File: config.mk
export PLATFORM = sky130hd
export DESIGN_NAME = display_timing_gen
export DESIGN_NICKNAME = d
export VERILOG_FILES = /design/src/rtl/dtg_pkg.sv /design/src/rtl/dtg_phase_seq.sv /design/src/rtl/dtg_regs.sv /design/src/rtl/dtg_irq.sv /design/src/rtl/display_timing_gen.sv
export SDC_FILE = /design/constraint.sdc
export NUM_CORES = 1
export LEC_CHECK = 0
export BUFFER_PORTS_ARGS = -buffer_cell sky130_fd_sc_hd__buf_2
export CAP_MARGIN = 20
export CORE_UTILIZATION = 50
export DETAILED_ROUTE_END_ITERATION = 16
export PLACE_DENSITY = 0.68
export SLEW_MARGIN = 20
export SYNTH_ARGS = -nofsm -noshare
export SYNTH_HDL_FRONTEND = slang
export SYNTH_SLANG_ARGS = --single-unit
File: constraint.sdc
create_clock -name clk_i -period 5.4 [get_ports clk_i]
set_input_delay 0.81 -clock clk_i [delete_from_list [all_inputs] [get_ports clk_i]]
set_output_delay 0.81 -clock clk_i [all_outputs]
set_load 0.02 [all_outputs]
File: src/rtl/dtg_pkg.sv
package dtg_pkg;

    localparam int CW    = 12;
    localparam int VSW_W = 4;
    localparam int AW    = 4;

    typedef enum logic [1:0] {
        PH_SYNC  = 2'd0,
        PH_BACK  = 2'd1,
        PH_ACT   = 2'd2,
        PH_FRONT = 2'd3
    } phase_e;

    typedef struct packed {
        logic [CW-1:0]    h_back;
        logic [CW-1:0]    h_front;
        logic [CW-1:0]    h_sync_m1;
        logic [CW-1:0]    h_act_m1;
        logic [CW-1:0]    v_back;
        logic [CW-1:0]    v_front;
        logic [CW-1:0]    v_act_m1;
        logic [VSW_W-1:0] v_sync_m1;
        logic             inv_v;
        logic             inv_h;
    } timing_t;

    localparam logic [AW-1:0] A_HPORCH = 4'h0;
    localparam logic [AW-1:0] A_HSYNC  = 4'h1;
    localparam logic [AW-1:0] A_VPORCH = 4'h2;
    localparam logic [AW-1:0] A_VSYNC  = 4'h3;
    localparam logic [AW-1:0] A_SIZE   = 4'h4;
    localparam logic [AW-1:0] A_POL    = 4'h5;
    localparam logic [AW-1:0] A_CTRL   = 4'h6;
    localparam logic [AW-1:0] A_FLUSH  = 4'h7;
    localparam logic [AW-1:0] A_IRQEN  = 4'h8;
    localparam logic [AW-1:0] A_IRQCLR = 4'h9;

    localparam logic [CW-1:0] VSYNC_MAX_M1 = CW'(14);

endpackage

File: src/rtl/dtg_phase_seq.sv
module dtg_phase_seq
    import dtg_pkg::*;
(
    input  logic          clk_i,
    input  logic          rst_ni,
    input  logic          run_i,
    input  logic          step_i,
    input  logic [CW-1:0] sync_last_i,
    input  logic [CW-1:0] back_len_i,
    input  logic [CW-1:0] act_last_i,
    input  logic [CW-1:0] front_len_i,
    output phase_e        phase_o,
    output logic [CW-1:0] cnt_o,
    output logic          at_last_o,
    output logic          wrap_o
);

    localparam logic [CW:0] ONE_X = (CW+1)'(1);

    phase_e        phase_q, phase_d;
    logic [CW-1:0] cnt_q, cnt_d;
    logic          at_last;

    always_comb begin
        at_last = 1'b0;
        unique case (phase_q)
            PH_SYNC:  at_last = cnt_q >= sync_last_i;
            PH_BACK:  at_last = ({1'b0, cnt_q} + ONE_X) >= {1'b0, back_len_i};
            PH_ACT:   at_last = cnt_q >= act_last_i;
            PH_FRONT: at_last = ({1'b0, cnt_q} + ONE_X) >= {1'b0, front_len_i};
        endcase
    end

    always_comb begin
        phase_d = phase_q;
        cnt_d   = cnt_q;
        if (!run_i) begin
            phase_d = PH_SYNC;
            cnt_d   = '0;
        end else if (step_i) begin
            if (at_last) begin
                cnt_d = '0;
                unique case (phase_q)
                    PH_SYNC:  phase_d = (back_len_i != '0) ? PH_BACK : PH_ACT;
                    PH_BACK:  phase_d = PH_ACT;
                    PH_ACT:   phase_d = (front_len_i != '0) ? PH_FRONT : PH_SYNC;
                    PH_FRONT: phase_d = PH_SYNC;
                endcase
            end else begin
                cnt_d = cnt_q + CW'(1);
            end
        end
    end

    always_ff @(posedge clk_i or negedge rst_ni) begin
        if (!rst_ni) begin
            phase_q <= PH_SYNC;
            cnt_q   <= '0;
        end else begin
            phase_q <= phase_d;
            cnt_q   <= cnt_d;
        end
    end

    always_comb begin
        phase_o   = phase_q;
        cnt_o     = cnt_q;
        at_last_o = at_last;
        wrap_o    = run_i && step_i && at_last &&
                    ((phase_q == PH_FRONT) ||
                     ((phase_q == PH_ACT) && (front_len_i == '0)));
    end

endmodule

File: src/rtl/dtg_regs.sv
module dtg_regs
    import dtg_pkg::*;
#(
    parameter timing_t RST_T = '0
) (
    input  logic          clk_i,
    input  logic          rst_ni,
    input  logic          wr_en_i,
    input  logic [AW-1:0] wr_addr_i,
    input  logic [31:0]   wr_data_i,
    input  logic          load_i,
    output timing_t       live_o,
    output timing_t       shadow_o,
    output logic          armed_o,
    output logic          run_o,
    output logic          gate_o,
    output logic [1:0]    bpp_o,
    output logic          irq_en_o,
    output logic          irq_clr_o
);

    timing_t       shadow_q, live_q;
    logic          armed_q, run_q, gate_q, irq_en_q;
    logic [1:0]    bpp_q;
    logic          flush_wr;
    logic [CW-1:0] vs_req;
    logic [VSW_W-1:0] vs_code;
    logic          unused_data;

    assign flush_wr  = wr_en_i && (wr_addr_i == A_FLUSH) && wr_data_i[0];
    assign irq_clr_o = wr_en_i && (wr_addr_i == A_IRQCLR) && wr_data_i[0];
    assign vs_req    = wr_data_i[CW-1:0];
    assign vs_code   = (vs_req > VSYNC_MAX_M1) ? VSYNC_MAX_M1[VSW_W-1:0]
                                               : vs_req[VSW_W-1:0];
    assign unused_data = ^{wr_data_i[31:16+CW], wr_data_i[15:CW]};

    always_ff @(posedge clk_i or negedge rst_ni) begin
        if (!rst_ni) begin
            shadow_q <= RST_T;
            live_q   <= RST_T;
            armed_q  <= 1'b0;
            run_q    <= 1'b0;
            gate_q   <= 1'b0;
            bpp_q    <= '0;
            irq_en_q <= 1'b0;
        end else begin
            if (load_i) begin
                live_q <= shadow_q;
            end
            armed_q <= (armed_q && !load_i) || flush_wr;
            if (wr_en_i) begin
                case (wr_addr_i)
                    A_HPORCH: begin
                        shadow_q.h_back  <= wr_data_i[16 +: CW];
                        shadow_q.h_front <= wr_data_i[0 +: CW];
                    end
                    A_HSYNC:  shadow_q.h_sync_m1 <= wr_data_i[0 +: CW];
                    A_VPORCH: begin
                        shadow_q.v_back  <= wr_data_i[16 +: CW];
                        shadow_q.v_front <= wr_data_i[0 +: CW];
                    end
                    A_VSYNC:  shadow_q.v_sync_m1 <= vs_code;
                    A_SIZE: begin
                        shadow_q.v_act_m1 <= wr_data_i[16 +: CW];
                        shadow_q.h_act_m1 <= wr_data_i[0 +: CW];
                    end
                    A_POL: begin
                        shadow_q.inv_v <= wr_data_i[0];
                        shadow_q.inv_h <= wr_data_i[1];
                    end
                    A_CTRL: begin
                        run_q  <= wr_data_i[0];
                        gate_q <= wr_data_i[1];
                        bpp_q  <= wr_data_i[5:4];
                    end
                    A_IRQEN: irq_en_q <= wr_data_i[0];
                    default: ;
                endcase
            end
        end
    end

    assign live_o   = live_q;
    assign shadow_o = shadow_q;
    assign armed_o  = armed_q;
    assign run_o    = run_q;
    assign gate_o   = gate_q;
    assign bpp_o    = bpp_q;
    assign irq_en_o = irq_en_q;

endmodule

File: src/rtl/dtg_irq.sv
module dtg_irq (
    input  logic clk_i,
    input  logic rst_ni,
    input  logic set_i,
    input  logic clr_i,
    input  logic en_i,
    output logic irq_o
);

    logic stat_q;

    always_ff @(posedge clk_i or negedge rst_ni) begin
        if (!rst_ni) begin
            stat_q <= 1'b0;
        end else begin
            stat_q <= set_i || (stat_q && !clr_i);
        end
    end

    assign irq_o = stat_q && en_i;

endmodule

File: src/rtl/display_timing_gen.sv
module display_timing_gen
    import dtg_pkg::*;
#(
    parameter int H_SYNC  = 2,
    parameter int H_BACK  = 3,
    parameter int H_ACT   = 8,
    parameter int H_FRONT = 2,
    parameter int V_SYNC  = 1,
    parameter int V_BACK  = 2,
    parameter int V_ACT   = 4,
    parameter int V_FRONT = 1
) (
    input  logic          clk_i,
    input  logic          rst_ni,
    input  logic          wr_en_i,
    input  logic [3:0]    wr_addr_i,
    input  logic [31:0]   wr_data_i,
    output logic          hsync_o,
    output logic          vsync_o,
    output logic          de_o,
    output logic [11:0]   pix_x_o,
    output logic [11:0]   pix_y_o,
    output logic          frame_end_o,
    output logic          irq_o,
    output logic [1:0]    bpp_o
);

    localparam timing_t RST_T = '{
        h_back:    CW'(H_BACK),
        h_front:   CW'(H_FRONT),
        h_sync_m1: CW'(H_SYNC - 1),
        h_act_m1:  CW'(H_ACT - 1),
        v_back:    CW'(V_BACK),
        v_front:   CW'(V_FRONT),
        v_act_m1:  CW'(V_ACT - 1),
        v_sync_m1: VSW_W'(V_SYNC - 1),
        inv_v:     1'b0,
        inv_h:     1'b0
    };

    timing_t       live_w, shadow_w;
    logic          armed_w, run_w, gate_w, irq_en_w, irq_clr_w;
    logic          load_w, fe_cond, fe_q;
    phase_e        h_phase, v_phase;
    logic [CW-1:0] h_cnt, v_cnt;
    logic          h_last, v_last, h_wrap, v_wrap;
    logic          visible;

    dtg_regs #(.RST_T(RST_T)) u_regs (
        .clk_i     (clk_i),
        .rst_ni    (rst_ni),
        .wr_en_i   (wr_en_i),
        .wr_addr_i (wr_addr_i),
        .wr_data_i (wr_data_i),
        .load_i    (load_w),
        .live_o    (live_w),
        .shadow_o  (shadow_w),
        .armed_o   (armed_w),
        .run_o     (run_w),
        .gate_o    (gate_w),
        .bpp_o     (bpp_o),
        .irq_en_o  (irq_en_w),
        .irq_clr_o (irq_clr_w)
    );

    dtg_phase_seq u_hseq (
        .clk_i       (clk_i),
        .rst_ni      (rst_ni),
        .run_i       (run_w),
        .step_i      (1'b1),
        .sync_last_i (live_w.h_sync_m1),
        .back_len_i  (live_w.h_back),
        .act_last_i  (live_w.h_act_m1),
        .front_len_i (live_w.h_front),
        .phase_o     (h_phase),
        .cnt_o       (h_cnt),
        .at_last_o   (h_last),
        .wrap_o      (h_wrap)
    );

    dtg_phase_seq u_vseq (
        .clk_i       (clk_i),
        .rst_ni      (rst_ni),
        .run_i       (run_w),
        .step_i      (h_wrap),
        .sync_last_i ({{(CW-VSW_W){1'b0}}, live_w.v_sync_m1}),
        .back_len_i  (live_w.v_back),
        .act_last_i  (live_w.v_act_m1),
        .front_len_i (live_w.v_front),
        .phase_o     (v_phase),
        .cnt_o       (v_cnt),
        .at_last_o   (v_last),
        .wrap_o      (v_wrap)
    );

    assign fe_cond = run_w && (h_phase == PH_ACT) && h_last &&
                     (v_phase == PH_ACT) && v_last;
    assign load_w  = fe_cond && armed_w;

    always_ff @(posedge clk_i or negedge rst_ni) begin
        if (!rst_ni) begin
            fe_q <= 1'b0;
        end else begin
            fe_q <= fe_cond;
        end
    end

    dtg_irq u_irq (
        .clk_i  (clk_i),
        .rst_ni (rst_ni),
        .set_i  (fe_cond),
        .clr_i  (irq_clr_w),
        .en_i   (irq_en_w),
        .irq_o  (irq_o)
    );

    always_comb begin
        visible     = run_w && (h_phase == PH_ACT) && (v_phase == PH_ACT);
        de_o        = visible && gate_w;
        hsync_o     = (run_w && (h_phase == PH_SYNC)) ^ live_w.inv_h;
        vsync_o     = (run_w && (v_phase == PH_SYNC)) ^ live_w.inv_v;
        pix_x_o     = visible ? h_cnt : '0;
        pix_y_o     = visible ? v_cnt : '0;
        frame_end_o = fe_q;
    end

    logic unused_wrap;
    assign unused_wrap = v_wrap;

endmodule

==> results of run 1 <==
-- critical path, stage by stage, from the launching register on --
cell and delay, ns:
sky130_fd_sc_hd__dfrtp_1 0.50, sky130_fd_sc_hd__ha_1 0.31, sky130_fd_sc_hd__nand3_1 0.15, sky130_fd_sc_hd__nor2_1 0.16
sky130_fd_sc_hd__nand4_1 0.21, sky130_fd_sc_hd__nor2_1 0.18, sky130_fd_sc_hd__xor2_1 0.39, sky130_fd_sc_hd__ha_1 0.33
sky130_fd_sc_hd__a21oi_1 0.13, sky130_fd_sc_hd__nor2b_1 0.06, sky130_fd_sc_hd__or3_1 0.30, sky130_fd_sc_hd__or3_1 0.31
sky130_fd_sc_hd__o211a_1 0.19, sky130_fd_sc_hd__nand4_4 0.13, sky130_fd_sc_hd__buf_4 0.44, sky130_fd_sc_hd__mux2_2 0.40
-- area by class of cell --
class,count,area [µm²],share of cell area
tap,280,350,0.0277
clock inverter,8,104,0.00822
sequential,216,5430,0.430
clock buffer,36,686,0.0543
timing repair buffer,71,423,0.0335
inverter,94,353,0.0279
multi-input combinational,592,5280,0.418
antenna,1,2.50,0.000198
-- metrics by stage --
| step | setup slack, ns | utilization | hold WS [ns] | std cells | total power [mW] |
|---|---|---|---|---|---|
| 4_1_cts | 1.07 | 0.574 | 0.443 | 1296 | 5.67 |
| 2_1_floorplan | 1.93 | - | 0.466 | 935 | 3.53 |
| 5_1_grt | 0.797 | 0.575 | 0.165 | 1297 | 5.98 |
| 3_5_place_dp | 1.09 | 0.538 | 0.487 | 1252 | 4.02 |
| 3_3_place_gp | 1.18 | 0.538 | 0.481 | 1252 | 3.97 |
| 6_report | 1.06 | 0.575 | 0.157 | 1298 | 5.64 |
-- final timing paths --
check | startpoint | endpoint | slack, ns | cells after the start
worst min-delay path | rst_ni | u_regs.live_o[11]$_DFFE_PN0P_ | 0.16 | 1
worst max register to register | u_vseq.cnt_o[0]$_DFFE_PN0P_ | u_regs.live_o[33]$_DFFE_PN0P_ | 1.06 | 15
min in group clk_i | u_regs.shadow_o[23]$_DFFE_PN0P_ | u_regs.live_o[23]$_DFFE_PN0P_ | 0.50 | 1
max in group asynchronous | rst_ni | u_hseq.phase_o[1]$_DFFE_PN0P_ | 3.89 | 3
worst min register to register | u_regs.shadow_o[23]$_DFFE_PN0P_ | u_regs.live_o[23]$_DFFE_PN0P_ | 0.50 | 1
worst max-delay path | u_vseq.cnt_o[0]$_DFFE_PN0P_ | u_regs.live_o[33]$_DFFE_PN0P_ | 1.06 | 15
-- cell families after synthesis --
group           after synthesis  share of synthesized area
compound gates              105                     0.0679
xor+xnor                     22                     0.0171
fa+ha+maj                    91                      0.101
buf+inv                     127                     0.0495
flops                       216                      0.482
mux                         182                      0.186
simple gates                192                     0.0963
-- report_power, final --
group	switching (mW)	internal, mW	leakage, nW
Combinational	0.878	0.798	2.92
Clock	0.647	0.975	0.385
Sequential	0.302	2.04	2.76
Total	1.83	3.81	6.07
-- cells in the mapped netlist, drive strengths merged (2+ instances only) --
cell type  number
dfrtp         194
xnor2          17
o41ai           2
and4            2
or2             2
a21oi          18
or4             2
nand4          12
o22a            3
a22o           10
o32ai           2
inv            93
nor3            6
a211oi          9
or3             7
o21ai          16
nor2b           8
dfstp          22
mux2i           2
nor2           23
ha             91
o211ai          5
and2           22
o311a           2
nor4           21
clkbuf         16
o22ai           3
a21o            8
xor2            5
o21a            6
nand3          20
nor3b           4
a311oi          2
nand3b          5
nand2          29
a211o           5
mux2          180
a221o           3
buf            17
nand2b         10
and3           19
o21bai          2
-- state kept, by name, indices dropped and copies added (netlist names) --
register	count
u_regs.gate_o	1
u_vseq.cnt_o	12
u_regs.irq_en_o	1
u_irq.stat_q	1
u_regs.bpp_o	2
u_regs.armed_o	1
u_vseq.phase_o	2
u_hseq.phase_o	2
frame_end_o	1
u_regs.live_o	90
u_regs.run_o	1
u_hseq.cnt_o	12
u_regs.shadow_o	90
-- routing by layer --
metal  share of wire  up-vias  track usage
met3           0.048       30       0.0280
met4           0.017        0       0.0491
met1            0.48     3672        0.334
li1                -     3464            -
met5               0        -            0
met2            0.46      166        0.349
==> impl_summary.txt, run 1 <==
----------------------------------------------------
[Global routing]
  First-pass GRT wire length ... 40.3 mm
  Overall global routing resource usage ... 0.224
  Sum of overflow across all layers after global routing ... 0
  Number of antenna violations at the first check in global routing ... 2
  Via count of the first global-routing pass ... 7198
  Maximum number of pins on one net before global-route repair ... 134

[Setup path]
  Maximum net fanout on the critical path ... 36
  Critical Path AT ... 4.73 ns
  CP Data Required Time ... 5.80 ns
  Worst setup SP type ... flop
  Critical path endpoint category ... flop
  Classification of the worst setup path ... flop to flop

[Synthesis]
  Ranking of synthesized cells by area ... sky130_fd_sc_hd__dfrtp_1 (43%), sky130_fd_sc_hd__mux2_2 (17%), sky130_fd_sc_hd__ha_1 (10%)
  Area of the mapped netlist ... 11300 µm²
  Synth unique cells ... 60
  Yosys warning total ... 0
  Cell type contributing the most total cell area after synthesis ... sky130_fd_sc_hd__dfrtp_1
  Share of synthesized flip-flops with an asynchronous set or reset ... 1.00
  Top flip-flop cell by instance count after synthesis ... sky130_fd_sc_hd__dfrtp_1
  Share of the yosys chip area belonging to registers ... 0.482
  Average cell area after synthesis ... 12.1 µm²
  Mapped Cells ... 935
  Number of enable flip-flop cells after synthesis ... 0
  Number of register bits inferred by synthesis ... 216
  Area share of the leading cell type in the synthesized netlist ... 0.431
  Post-Synthesis Net Count ... 1065

[Routing]
  Residual antenna-violating net count after detailed routing ... 0
  Wire length reported by the detailed router ... 25.2 mm
  Avg WL per Cell ... 19.4 µm
  Residual DRC count ... 12
  Drt first-iter violations ... 324
  Total iterations of the first detailed-routing run ... 10
  Via count ... 7332
  Vias per cell ... 5.65

[Layout]
  Most common library cell in the layout ignoring fill and taps ... sky130_fd_sc_hd__dfrtp_1
  Share of cells above drive strength 1 ... 0.311
  Final-layout fill cell count ... 1808
  Final Cell Area ... 12600 µm²
  Leading cell types in the layout, fill and taps excluded ... sky130_fd_sc_hd__dfrtp_1 (194), sky130_fd_sc_hd__mux2_2 (167), sky130_fd_sc_hd__inv_1 (93)
  Area Growth Syn to Fin ... 12.1%
  Number of nets in the layout ... 1129

[CTS]
  H-tree levels ... 1
  Post-CTS setup buffer count ... 0
  Number of CTS-inserted buffers ... 24
  Resize count post-CTS ... 0
  Clock input transition at the sequential cells of the worst setup and hold paths ... 0.06 ns
  Clock tree root driver cell ... sky130_fd_sc_hd__clkbuf_16
  Buffer levels on the longest clock path ... 3
  Post-CTS Hold Buffers ... 0
  TritonCTS clock tree ... built
  Clk sinks ... 216
  Worst skew pair latency ... 0.52 ns

[Timing]
  Setup repair after global routing missed its margin ... false
  Max frequency ... 230 MHz
  Worst Max-Slew Pin Slew ... 0.950 ns
  Final setup violation count ... 0
  Count of final hold-check violations ... 0
  Layout Skew ... 0.0146 ns
  Final critical-path required period ... 4.34 ns
  Ratio of final minimum period to clock period ... 0.804
  Post-route setup TNS ... 0 ns
  Relative slew slack ... 0.366
  Number of pins exceeding their max-slew limit in the final report ... 0

[Die]
  FP Rows ... 54
  Die Outline Area ... 23100 µm²
  Y dimension of the die ... 152 µm
  Standard cell core area ... 22000 µm²
  Initial Util ... 0.513
  Chip width ... 152 µm
  Number of top-level pins ... 70

[Placement]
  Placement-stage cell area ... 11800 µm²
  Placer congestion estimate ... 0.850
  Number of buffers inserted by port buffering ... 61
  HPWL Detailed ... 17.8 mm

[Power and ir drop]
  Cell Pwr Density ... 446 nW/µm²
  VDD IR-drop max ... 0.000288 V
  Leakage power ... 6.07 nW

[Hold path]
  Tightest Hold Check Type ... primary input to async pin

[Outcome]
  Violated checks ... design-rule violations
  Outcome ... finished with violations

[Flow run]
  Max_cap viols ... 0

----------------------------------------------------
(Power assumes the default switching activity.)
==> inputs of run 2 (changes only) <==
Clock period 5.4 ns to 4.3 ns, I/O delays scaled along.
==> run 2 against run 1 <==
Compared with the run above:
- the run still ends with design-rule violations left
- wire length up 0.89%
- maximum frequency increased by 8.7%
- utilization up 0.63 points
- first-iteration DRC count rose by 4.9%
- combinational power increased by 29%
- clock skew grew 0.0010 ns
- largest cell class unchanged
==> impl_summary.txt, run 2 (same netlist as run 1, synthesis figures left out) <==
----------------------------------------------------
[Outcome]
  Outcome ... finished with violations
  Violated checks ... design-rule violations

[CTS]
  Clock input transition at the sequential cells of the worst setup and hold paths ... 0.06 ns
  Post-CTS Hold Buffers ... 0
  Worst skew pair latency ... 0.52 ns
  Buffer levels on the longest clock path ... 3
  Resize count post-CTS ... 0
  Post-CTS setup buffer count ... 0
  Clk sinks ... 216
  H-tree levels ... 1
  Clock tree root driver cell ... sky130_fd_sc_hd__clkbuf_16
  TritonCTS clock tree ... built
  Number of CTS-inserted buffers ... 24

[Routing]
  Total iterations of the first detailed-routing run ... 13
  Vias per cell ... 5.70
  Wire length reported by the detailed router ... 25.4 mm
  Residual antenna-violating net count after detailed routing ... 0
  Drt first-iter violations ... 340
  Residual DRC count ... 6
  Via count ... 7467
  Avg WL per Cell ... 19.4 µm

[Hold path]
  Tightest Hold Check Type ... primary input to async pin

[Power and ir drop]
  Cell Pwr Density ... 563 nW/µm²
  Leakage power ... 6.17 nW
  Net switching power of the design ... 2.33 mW
  VDD IR-drop max ... 0.000355 V
  Reg power frac ... 0.408
  Part of the power in the clock network ... 0.290
  Proportion of power drawn by combinational gates ... 0.302
  Switching share of total power ... 0.325
  Int Pwr ... 4.85 mW

[Setup path]
  Critical Path AT ... 4.40 ns
  Worst setup SP type ... flop
  Number of gates on the worst path with buffers counted ... 15
  Cell breakdown of the critical path ... ha_1, nand3_1, nor2_1, nand4_1, nor2_1, xor2_1, ha_1, a21o_1, a211o_1, a21oi_1, o21ai_0, o211a_1, nand4_4, buf_12, mux2_2
  CP bufs+invs ... 1
  Slowest cell on the critical path ... sky130_fd_sc_hd__xor2_1
  Critical path endpoint category ... flop
  Largest stage delay on the critical path ... 0.39 ns
  CP Data Required Time ... 4.70 ns
  Maximum net fanout on the critical path ... 54
  FF-to-FF path depth ... 15
  Classification of the worst setup path ... flop to flop
  Crit path max-delay family ... compound AO/OA/AOI/OAI gates

[Placement]
  Placer congestion estimate ... 0.871
  Number of buffers inserted by port buffering ... 61
  HPWL Detailed ... 18.1 mm

[Timing]
  Layout Skew ... 0.0156 ns
  Relative slew slack ... 0.384
  Number of pins exceeding their max-slew limit in the final report ... 0
  Setup repair after global routing missed its margin ... false
  Ratio of final minimum period to clock period ... 0.928
  Post-route setup TNS ... 0 ns
  Worst Max-Slew Pin Slew ... 0.922 ns
  Max frequency ... 251 MHz
  Count of final hold-check violations ... 0
  Fin Hold WS ... 0.147 ns
  Final critical-path required period ... 3.99 ns
  Final setup violation count ... 0

[Global routing]
  Sum of overflow across all layers after global routing ... 0
  Overall global routing resource usage ... 0.224
  Via count of the first global-routing pass ... 7411
  Maximum number of pins on one net before global-route repair ... 114
  First-pass GRT wire length ... 40.6 mm
  Number of antenna violations at the first check in global routing ... 1

[Layout]
  Leading cell types in the layout, fill and taps excluded ... sky130_fd_sc_hd__dfrtp_1 (194), sky130_fd_sc_hd__mux2_2 (167), sky130_fd_sc_hd__inv_1 (93)
  Antenna cell count ... 0
  Share of cells above drive strength 1 ... 0.328
  Number of nets in the layout ... 1143
  Sequential Area ... 5430 µm²
  Final-layout fill cell count ... 1817
  Total area of multi-input combinational cells ... 5280 µm²
  Area Growth Syn to Fin ... 13.3%
  Most common library cell in the layout ignoring fill and taps ... sky130_fd_sc_hd__dfrtp_1

[Die]
  Initial Util ... 0.513
  Standard cell core area ... 22000 µm²
  Number of top-level pins ... 70
  Y dimension of the die ... 152 µm
  Chip width ... 152 µm
  FP Rows ... 54
  Die Outline Area ... 23100 µm²

[Flow run]
  Max_cap viols ... 0

----------------------------------------------------
-- run 2: power by group through the flow --
stage,Combinational [mW],Sequential [mW],Clock (mW)
2_1_floorplan,1.63,2.80,0
3_3_place_gp,2.10,2.93,0
3_5_place_dp,2.15,2.95,0
4_1_cts,2.17,2.92,2.13
5_1_grt,2.41,2.99,2.20
6_report,2.17,2.93,2.08
-- run 2: path summary, 6_finish.rpt --
path,start,slack (ns),endpoint
setup / recovery,u_vseq.cnt_o[1]$_DFFE_PN0P_,0.31,u_regs.live_o[50]$_DFFE_PN0P_
hold / removal,rst_ni,0.15,u_regs.live_o[15]$_DFFE_PN0P_
setup reg to reg,u_vseq.cnt_o[1]$_DFFE_PN0P_,0.31,u_regs.live_o[50]$_DFFE_PN0P_
hold reg to reg,u_regs.shadow_o[23]$_DFFE_PN0P_,0.50,u_regs.live_o[23]$_DFFE_PN0P_
max in group asynchronous,rst_ni,3.10,u_regs.shadow_o[18]$_DFFE_PN1P_
min in group clk_i,wr_data_i[21],0.40,u_regs.shadow_o[35]$_DFFE_PN0P_
-- run 2: layout make-up --
class / instances / share of cell area
inverter: 94 / 0.0276
tap: 280 / 0.0274
sequential: 216 / 0.425
multi-input combinational: 592 / 0.414
timing repair buffer: 85 / 0.0417
clock buffer: 30 / 0.0535
clock inverter: 14 / 0.0107
-- run 2: stage by stage --
stage | power [mW] | setup slack, ns | utilization | instance area [µm²] | std cells
final | 7.18 | 0.309 | 0.582 | 12800 | 1311
after global placement | 5.04 | 0.472 | 0.544 | 12000 | 1267
after floorplan | 4.44 | 0.829 | - | 11300 | 935
after global routing | 7.60 | 0.128 | 0.582 | 12800 | 1311
after CTS | 7.22 | 0.376 | 0.582 | 12800 | 1311
after detailed placement | 5.10 | 0.396 | 0.544 | 12000 | 1267
-- run 2: layer usage --
layer | GRT usage | routed length, µm | vias to the layer above
met3 | 0.0265 | 1030 | 48
met4 | 0.0651 | 625 | 0
met1 | 0.328 | 12300 | 3740
met2 | 0.349 | 11500 | 182
met5 | 0 | 0 | -
li1 | - | - | 3497
==> inputs of run 3 (changes only) <==
Settings changed: CELL_PAD_IN_SITES_DETAIL_PLACEMENT from default to 1, CELL_PAD_IN_SITES_GLOBAL_PLACEMENT from default to 1, CORE_MARGIN from default to 10, PLACE_DENSITY 0.68 to default, PLACE_DENSITY_LB_ADDON from default to 0.1.
==> run 3 against run 2 <==
Compared with the run above:
- the flow now finishes without violations
- sequential cell count unchanged
- setup slack improved by 0.012 ns
- worst hold slack improved by 0.0075 ns
- utilization down 0.10 points
- cell count is 0.23% higher
- non-clock buffer count rose by 1
==> impl_summary.txt, run 3 (same netlist as run 1, synthesis figures left out) <==
----------------------------------------------------
[Outcome]
  Outcome ... finished, final reports clean

[Timing]
  Final critical-path required period ... 3.98 ns
  Worst Max-Slew Pin Slew ... 0.816 ns
  Setup repair after global routing missed its margin ... false
  Post-route setup TNS ... 0 ns
  Max frequency ... 251 MHz
  Relative slew slack ... 0.456
  Final setup violation count ... 0
  Layout Skew ... 0.0240 ns
  Count of final hold-check violations ... 0
  Number of pins exceeding their max-slew limit in the final report ... 0
  Ratio of final minimum period to clock period ... 0.925

[Global routing]
  Number of antenna violations at the first check in global routing ... 0
  Maximum number of pins on one net before global-route repair ... 105
  Via count of the first global-routing pass ... 8231
  First-pass GRT wire length ... 46.6 mm
  Overall global routing resource usage ... 0.204
  Sum of overflow across all layers after global routing ... 0

[Setup path]
  Cell breakdown of the critical path ... ha_1, nand3_1, nor2_1, nand4_1, nor2_1, xor2_2, ha_1, a21oi_1, nor2b_1, or3_1, or3_1, o211a_1, nand4_4, buf_12, mux2_2
  Worst r2r src ... u_vseq.cnt_o[0]$_DFFE_PN0P_
  Critical Path AT ... 4.38 ns
  Worst setup SP type ... flop
  Worst flop-to-flop path endpoint ... u_regs.live_o[38]$_DFFE_PN0P_
  Largest stage delay on the critical path ... 0.38 ns
  Critical path endpoint category ... flop
  Classification of the worst setup path ... flop to flop
  Maximum net fanout on the critical path ... 41
  R2R setup slack ... 0.32 ns
  FF-to-FF path depth ... 15
  Crit path max-delay family ... simple AND/OR/NAND/NOR gates
  CP bufs+invs ... 1
  CP Data Required Time ... 4.70 ns
  Slowest cell on the critical path ... sky130_fd_sc_hd__mux2_2

[Die]
  FP Rows ... 54
  Chip width ... 170 µm
  Die Outline Area ... 28900 µm²
  Number of top-level pins ... 70
  Standard cell core area ... 22000 µm²
  Y dimension of the die ... 170 µm
  Initial Util ... 0.512

[Layout]
  Final-layout fill cell count ... 2291
  Most common library cell in the layout ignoring fill and taps ... sky130_fd_sc_hd__dfrtp_1
  Total area of multi-input combinational cells ... 5290 µm²
  Layout Utilization ... 0.580
  Area Growth Syn to Fin ... 13.5%
  Share of cells above drive strength 1 ... 0.320
  Leading cell types in the layout, fill and taps excluded ... sky130_fd_sc_hd__dfrtp_1 (194), sky130_fd_sc_hd__mux2_2 (167), sky130_fd_sc_hd__inv_1 (93)
  Fin cells ... 1314
  Antenna cell count ... 0
  Sequential Area ... 5430 µm²
  Number of nets in the layout ... 1145

[CTS]
  Clk sinks ... 216
  Worst skew pair latency ... 0.53 ns
  Buffer levels on the longest clock path ... 3
  Post-CTS Hold Buffers ... 0
  TritonCTS clock tree ... built
  Resize count post-CTS ... 0
  H-tree levels ... 1
  Number of CTS-inserted buffers ... 25
  Clock input transition at the sequential cells of the worst setup and hold paths ... 0.06 ns
  Clock tree root driver cell ... sky130_fd_sc_hd__clkbuf_16
  Post-CTS setup buffer count ... 0

[Placement]
  Placed Cells incl. Taps ... 1268
  HPWL Detailed ... 21.3 mm
  Number of buffers inserted by port buffering ... 61
  Placer congestion estimate ... 0.866

[Power and ir drop]
  Leakage power ... 6.16 nW
  VDD IR-drop max ... 0.000413 V
  Cell Pwr Density ... 576 nW/µm²

[Routing]
  Avg WL per Cell ... 22.2 µm
  Via count ... 7561
  Drt first-iter violations ... 428
  Residual DRC count ... 0
  Residual antenna-violating net count after detailed routing ... 0
  Wire length reported by the detailed router ... 29.2 mm
  Total iterations of the first detailed-routing run ... 4
  Vias per cell ... 5.75

[Hold path]
  Tightest Hold Check Type ... primary input to async pin

[Flow run]
  Max_cap viols ... 0

----------------------------------------------------
[run 3: changes by cell type in the layout (fill, tap and decap cells not counted), sizes merged]
cell and delta:
clkbuf +11, clkinv -10, inv +2, buf +1, clkinvlp -1
[run 3: per-stage QoR]
| step | instance area (µm²) | total power [mW] | hold WS [ns] | setup slack [ns] |
|---|---|---|---|---|
| 2_1_floorplan | 11300 | 4.44 | 0.349 | 0.829 |
| 3_3_place_gp | 12000 | 5.10 | 0.479 | 0.424 |
| 3_5_place_dp | 12000 | 5.23 | 0.488 | 0.351 |
| 4_1_cts | 12800 | 7.42 | 0.202 | 0.281 |
| 5_1_grt | 12800 | 7.84 | 0.217 | 0.0751 |
| 6_report | 12800 | 7.36 | 0.154 | 0.320 |
[run 3: cell type report]
type | count | area share
sequential | 216 | 0.425
multi-input combinational | 592 | 0.414
timing repair buffer | 86 | 0.0423
inverter | 94 | 0.0276
clock buffer | 41 | 0.0575
tap | 280 | 0.0274
clock inverter | 5 | 0.00665
[run 3: how the worst max path moves through the flow]
stage          cells past startpoint                         from                            end
4_1_cts                           15  u_vseq.cnt_o[0]$_DFFE_PN0P_  u_regs.live_o[38]$_DFFE_PN0P_
3_3_place_gp                      14  u_vseq.cnt_o[3]$_DFFE_PN0P_  u_regs.live_o[76]$_DFFE_PN0P_
3_5_place_dp                      15  u_vseq.cnt_o[0]$_DFFE_PN0P_  u_regs.live_o[64]$_DFFE_PN0P_
6_report                          15  u_vseq.cnt_o[0]$_DFFE_PN0P_  u_regs.live_o[38]$_DFFE_PN0P_
2_1_floorplan                     15  u_vseq.cnt_o[0]$_DFFE_PN0P_  u_regs.live_o[45]$_DFFE_PN0P_
5_1_grt                           15  u_vseq.cnt_o[0]$_DFFE_PN0P_  u_regs.live_o[75]$_DFFE_PN0P_
[run 3: per-layer routing]
metal,global-route usage,share of wire,vias up
li1,-,-,3498
met1,0.257,0.43,3907
met2,0.359,0.51,111
met3,0.0296,0.044,45
met4,0.0534,0.023,0
met5,0,0,-
[run 3: power breakdown]
part / switching (mW) / internal, mW
sequential: 0.367 / 2.56
clock: 0.845 / 1.29
combinational: 1.25 / 1.05
total: 2.46 / 4.90
